$ cat src/rtl/hart_irq_select.sv
module hart_irq_select #(
  parameter int NSRC   = 31,
  parameter int NHART  = 4,
  parameter int PRIO_W = 3,
  localparam int SRC_W  = $clog2(NSRC + 1),
  localparam int HIDX_W = (NHART > 1) ? $clog2(NHART) : 1
) (
  input  logic                  clk,
  input  logic                  rst_n,
  input  logic                  domain_ie,
  input  logic [NSRC:1]         src_pend_i,
  input  logic [NSRC:1]         src_en_i,
  input  logic                  tgt_we,
  input  logic [SRC_W-1:0]      tgt_src,
  input  logic [31:0]           tgt_wdata,
  input  logic                  cfg_we,
  input  logic [HIDX_W-1:0]     cfg_hart,
  input  logic [1:0]            cfg_field,
  input  logic [31:0]           cfg_wdata,
  input  logic                  claim_req,
  input  logic [HIDX_W-1:0]     claim_hart,
  output logic [31:0]           claim_word,
  output logic                  clr_valid,
  output logic [SRC_W-1:0]      clr_src,
  output logic [NHART*32-1:0]   top_word,
  output logic [NHART-1:0]      irq_o
);
  localparam int HART_W = 14;

  logic [HART_W-1:0] tgt_hart [1:NSRC];
  logic [PRIO_W-1:0] tgt_prio [1:NSRC];
  logic [NHART-1:0]  dlv_q, force_q;
  logic [PRIO_W-1:0] thr_q [NHART];
  logic [31:0]       top_n [NHART];
  logic [31:0]       top_q [NHART];
  logic [31:0]       sel_top;

  wire tgt_ok   = tgt_we && (int'(tgt_src) >= 1) && (int'(tgt_src) <= NSRC);
  wire cfg_ok   = cfg_we && (int'(cfg_hart) < NHART);
  wire claim_ok = claim_req && (int'(claim_hart) < NHART);
  wire [PRIO_W-1:0] wr_prio = tgt_wdata[PRIO_W-1:0];

  always_ff @(posedge clk or negedge rst_n) begin
    if (!rst_n) begin
      for (int s = 1; s <= NSRC; s++) begin
        tgt_hart[s] <= '0;
        tgt_prio[s] <= PRIO_W'(1);
      end
    end else if (tgt_ok) begin
      tgt_hart[tgt_src] <= tgt_wdata[31:18];
      tgt_prio[tgt_src] <= (wr_prio == '0) ? PRIO_W'(1) : wr_prio;
    end
  end

  always_comb begin
    sel_top = '0;
    for (int h = 0; h < NHART; h++)
      if (int'(claim_hart) == h) sel_top = top_q[h];
  end

  always_ff @(posedge clk or negedge rst_n) begin
    if (!rst_n) begin
      dlv_q   <= '0;
      force_q <= '0;
      for (int h = 0; h < NHART; h++) thr_q[h] <= '0;
    end else begin
      if (claim_ok && sel_top == '0) force_q[claim_hart] <= 1'b0;
      if (cfg_ok) begin
        case (cfg_field)
          2'd0:    dlv_q[cfg_hart]   <= cfg_wdata[0];
          2'd1:    force_q[cfg_hart] <= cfg_wdata[0];
          2'd2:    thr_q[cfg_hart]   <= cfg_wdata[PRIO_W-1:0];
          default: ;
        endcase
      end
    end
  end

  for (genvar h = 0; h < NHART; h++) begin : g_hart
    logic              found;
    logic [SRC_W-1:0]  b_src;
    logic [PRIO_W-1:0] b_pr;

    always_comb begin
      found = 1'b0;
      b_src = '0;
      b_pr  = '0;
      for (int s = 1; s <= NSRC; s++) begin
        if (src_pend_i[s] && src_en_i[s] && tgt_hart[s] == HART_W'(h) &&
            (thr_q[h] == '0 || tgt_prio[s] < thr_q[h]) &&
            (!found || tgt_prio[s] < b_pr)) begin
          found = 1'b1;
          b_src = SRC_W'(s);
          b_pr  = tgt_prio[s];
        end
      end
    end

    assign top_n[h] = found ? ((32'(b_src) << 16) | 32'(b_pr)) : 32'd0;

    always_ff @(posedge clk or negedge rst_n) begin
      if (!rst_n) begin
        top_q[h] <= '0;
        irq_o[h] <= 1'b0;
      end else begin
        top_q[h] <= top_n[h];
        irq_o[h] <= domain_ie && dlv_q[h] && (force_q[h] || top_n[h] != '0);
      end
    end

    assign top_word[h*32 +: 32] = top_q[h];
  end

  always_ff @(posedge clk or negedge rst_n) begin
    if (!rst_n) begin
      claim_word <= '0;
      clr_valid  <= 1'b0;
      clr_src    <= '0;
    end else begin
      claim_word <= claim_ok ? sel_top : '0;
      clr_valid  <= claim_ok && sel_top != '0;
      clr_src    <= claim_ok ? sel_top[16 +: SRC_W] : '0;
    end
  end
endmodule


$ cat config.mk
export PLATFORM = sky130hd
export DESIGN_NAME = hart_irq_select
export DESIGN_NICKNAME = d
export VERILOG_FILES = /design/src/rtl/hart_irq_select.sv
export SDC_FILE = /design/constraint.sdc
export NUM_CORES = 2
export LEC_CHECK = 0
export ABC_AREA = 1
export BUFFER_PORTS_ARGS = -buffer_cell sky130_fd_sc_hd__buf_2
export CORE_MARGIN = 5
export CORE_UTILIZATION = 49
export CTS_CLUSTER_DIAMETER = 120
export DETAILED_ROUTE_END_ITERATION = 8
export PLACE_DENSITY = 0.66
export SLEW_MARGIN = 20
export SYNTH_ARGS = -nofsm -noshare
export SYNTH_HDL_FRONTEND = slang
export SYNTH_SLANG_ARGS = --single-unit
$ cat constraint.sdc
create_clock -name clk -period 95.4 [get_ports clk]
set_clock_uncertainty 0.05 [all_clocks]
set_input_delay 19.08 -clock clk [delete_from_list [all_inputs] [get_ports clk]]
set_output_delay 19.08 -clock clk [all_outputs]
set_load 0.005 [all_outputs]
==> flow_summary_export.csv <==
group,metric,value,unit
logic_synthesis,synth_flop_cell,"dfrtp_1",
clocking,cts_tree,"built",
detailed_routing,drc,0,
timing,hold_viol_final,0,
detailed_routing,wl,212,mm
detailed_routing,first_pass_iters,8,
clocking,cts_buffers,74,
die,boundaryPins,313,
clocking,clock_sinks,592,
logic_synthesis,synth_seq_cells,592,
finish,final_cells,9599,
flow_run,cap_violations,0,
worst_setup_path,cp-start-kind,"primary input",
global_routing,grt_antenna_before_repair,5,
logic_synthesis,syn-instance-count,8057,
timing,relSlewSlack,11.4,%
clocking,post-cts-setup-buffers,0,
clocking,postCtsHoldBufs,0,
status,outcome,"finished, final reports clean",
pwr,p_per_area,20.1,nW/um^2
logic_synthesis,synth_edf_count,0,
timing,fin_crit_sh,59.3,%
detailed_routing,drt_iter0_drc,6707,
placement,portBuffers,148,
global_routing,grt-ovfl-total,0,
hold_path,hold_path_class,"reg2reg",
die,die_w,340,um
timing,setup_slack,38870,ps
clocking,htreeDepth,3,
worst_setup_path,crit_slowest_cell,"nor4_1",
logic_synthesis,ys_seq_area_share,27.9,%
timing,max_freq,17.7,MHz
die,dieHeight,340,um
global_routing,grt_usage,35.4,%
worst_setup_path,worstPathRequired,95910,ps
placement,dp.cells,9461,
logic_synthesis,avgSynthCellArea,6.61,sq um
worst_setup_path,critPathMostFrequentCell,"nand2_1",
timing,fin_tns_setup,0,ps
finish,layout_commonest_cell,"nand2_1",
placement,pre_cts_ws,39330,ps
placement,dp.final_hpwl,159,mm
clocking,cts.repair.resized,0,
die,row_count,121,
die,die-area,115000,sq um
finish,nets,8670,
die,start_util,49.1,%
timing,finalSetupViolCount,0,
worst_setup_path,critical_path.top_delay_family,"simple AND/OR/NAND/NOR gates",
global_routing,grt_pass1_vias,49600,
finish,area_delta_synth_final,7.56,%
worst_setup_path,critPathKind,"in2reg",
detailed_routing,vias,55900,
worst_setup_path,crit_arrival,57030,ps
finish,final_cell_mix,"2,183 x nand2_1, 895 x inv_1, 824 x o21ai_0",
timing,rsz0062_at_grt,"false",
timing,period_minus_slack,56530,ps
clocking,clk_latency,720,ps
clocking,clockRootBuffer,"clkbuf_16",
logic_synthesis,synth_warnings,0,
logic_synthesis,ys_types,72,
worst_setup_path,end_kind,"flop",
placement,routabilityCongestion,1.03,
timing,maxSlewViolCount,0,
detailed_routing,ant_nets,0,
finish,drive_gt1_share,11.2,%
logic_synthesis,synth_area,53300,sq um
logic_synthesis,async_flop_share,100,%
clocking,path_clk_slew,60,ps
worst_setup_path,cp_num_buf_inv,56,
detailed_routing,routedWlPerCell,22.1,um
worst_setup_path,path_max_fanout,10,
pwr,p_leak,28.7,nW
die,core,108000,sq um
global_routing,grt_pass1_wl,312,mm
global_routing,grt_max_degree,139,
timing,worst_slew_pin_slew,1320,ps
clocking,cts_max_path_buffers,3,
worst_setup_path,slowest_delay,700,ps
detailed_routing,viasPerCell,5.82,
pwr,power,1.15,mW
pwr,vdd_drop_max,0.0123,mV
cells by family (layout without fill, tap and decap cells):
kind of cell	Yosys count	count (layout)	share of synthesized area [%]
adder cells (fa/ha/maj)	404	404	9.49
buffers and inverters	1330	1336	11.4
AND/OR/NAND/NOR	4421	4421	38.5
flip-flops	592	592	27.9
AO/OA/AOI/OAI	1307	1307	12.8
other	1	123	0.00704
multiplexers	2	2	0.0376
path summary, 6_finish.rpt:
check                               from       endpoint  slack (ps)  cells after the start
max in group asynchronous          rst_n   tgt_hart[32]       73970                      4
setup reg to reg               thr_q[11]       irq_o[0]       56570                    267
min in group asynchronous          rst_n  tgt_hart[407]       18290                      1
setup / recovery           src_pend_i[1]       irq_o[0]       38870                    264
hold / removal              tgt_hart[19]   tgt_hart[19]         430                      2
hold reg to reg             tgt_hart[19]   tgt_hart[19]         430                      2
where the power goes:
group | total (mW) | internal [mW] | switching (mW)
logic | 0.491 | 0.150 | 0.341
registers | 0.365 | 0.302 | 0.0628
clock network | 0.299 | 0.175 | 0.123
total | 1.15 | 0.628 | 0.527
worst register-to-register path: cells and delay by family, from the launching register on:
| kind | cells | cell delay, ps |
|---|---|---|
| AND/OR/NAND/NOR | 132 | 12810 |
| AO/OA/AOI/OAI | 46 | 12360 |
| adder cells (fa/ha/maj) | 31 | 8870 |
| buffers and inverters | 58 | 4220 |
| flip-flops | 1 | 380 |
routing by layer:
layer	up-vias	part of all wire, %	GRT usage (%)	routed length [um]
li1	26600	-	-	-
met1	26000	44	52.4	94400
met2	2810	40	49.8	84000
met3	382	12	10.0	26500
met4	4	3.4	10.8	7320
met5	-	0.012	0	26
cell usage after synthesis, types with 3 or more instances:
library cell	number	share of area [%]
nor2_4	4	0.085
dfstp_2	31	1.5
dfrtp_1	561	26
nand4_1	157	1.8
nand3_1	631	5.9
a31oi_1	15	0.18
nand2_2	293	3.4
o41ai_1	13	0.21
o21bai_1	6	0.085
clkinv_1	30	0.21
o21ai_0	824	7.7
nand3b_1	13	0.18
buf_12	3	0.11
clkbuf_8	39	1.0
buf_1	10	0.070
a21oi_2	3	0.049
a32oi_1	3	0.049
or2_2	38	0.45
and3_1	17	0.20
nor3b_1	3	0.042
buf_6	9	0.19
nand2_1	2190	15
ha_1	404	9.5
or4_1	4	0.056
nor2_2	20	0.23
o21ai_1	19	0.18
inv_1	905	6.4
clkbuf_1	169	1.2
nor3_2	4	0.075
a21oi_1	379	3.6
buf_4	136	1.9
nand3_2	10	0.19
a21boi_0	5	0.070
nor3_1	161	1.5
or2_0	3	0.035
o211ai_1	17	0.24
nor4_1	256	3.0
a22o_1	6	0.099
or3_1	7	0.082
inv_2	24	0.17
or3b_2	3	0.049
nand2_4	82	1.7
nor2_1	512	3.6
per-stage QoR:
stage               hold slack [ps]  utilization, %  cell area [sq um]
floorplan                       395               -              53700
global route                    450            52.9              57300
CTS                             431            52.8              57200
finish                          431            52.9              57300
global placement                411            50.4              54600
detailed placement              417            50.4              54600
registers in the layout (all words and copies together) (netlist names):
signal      flops
tgt_prio       93
claim_word      4
dlv_q           4
force_q         4
clr_valid       1
tgt_hart      434
top_word       32
irq_o           4
thr_q          12
clr_src         4
final cells by class:
| cell class | instances | area [sq um] |
|---|---|---|
| diodes | 3 | 7.51 |
| multi-input cells | 6254 | 33000 |
| clock inverters | 30 | 449 |
| clock buffers | 105 | 2110 |
| fillers | 11100 | 51100 |
| well taps | 1414 | 1770 |
| repair buffers | 241 | 1480 |
| inverters | 960 | 3600 |
| flip-flops and latches | 592 | 14900 |
Power figures use the tool's default switching activity.
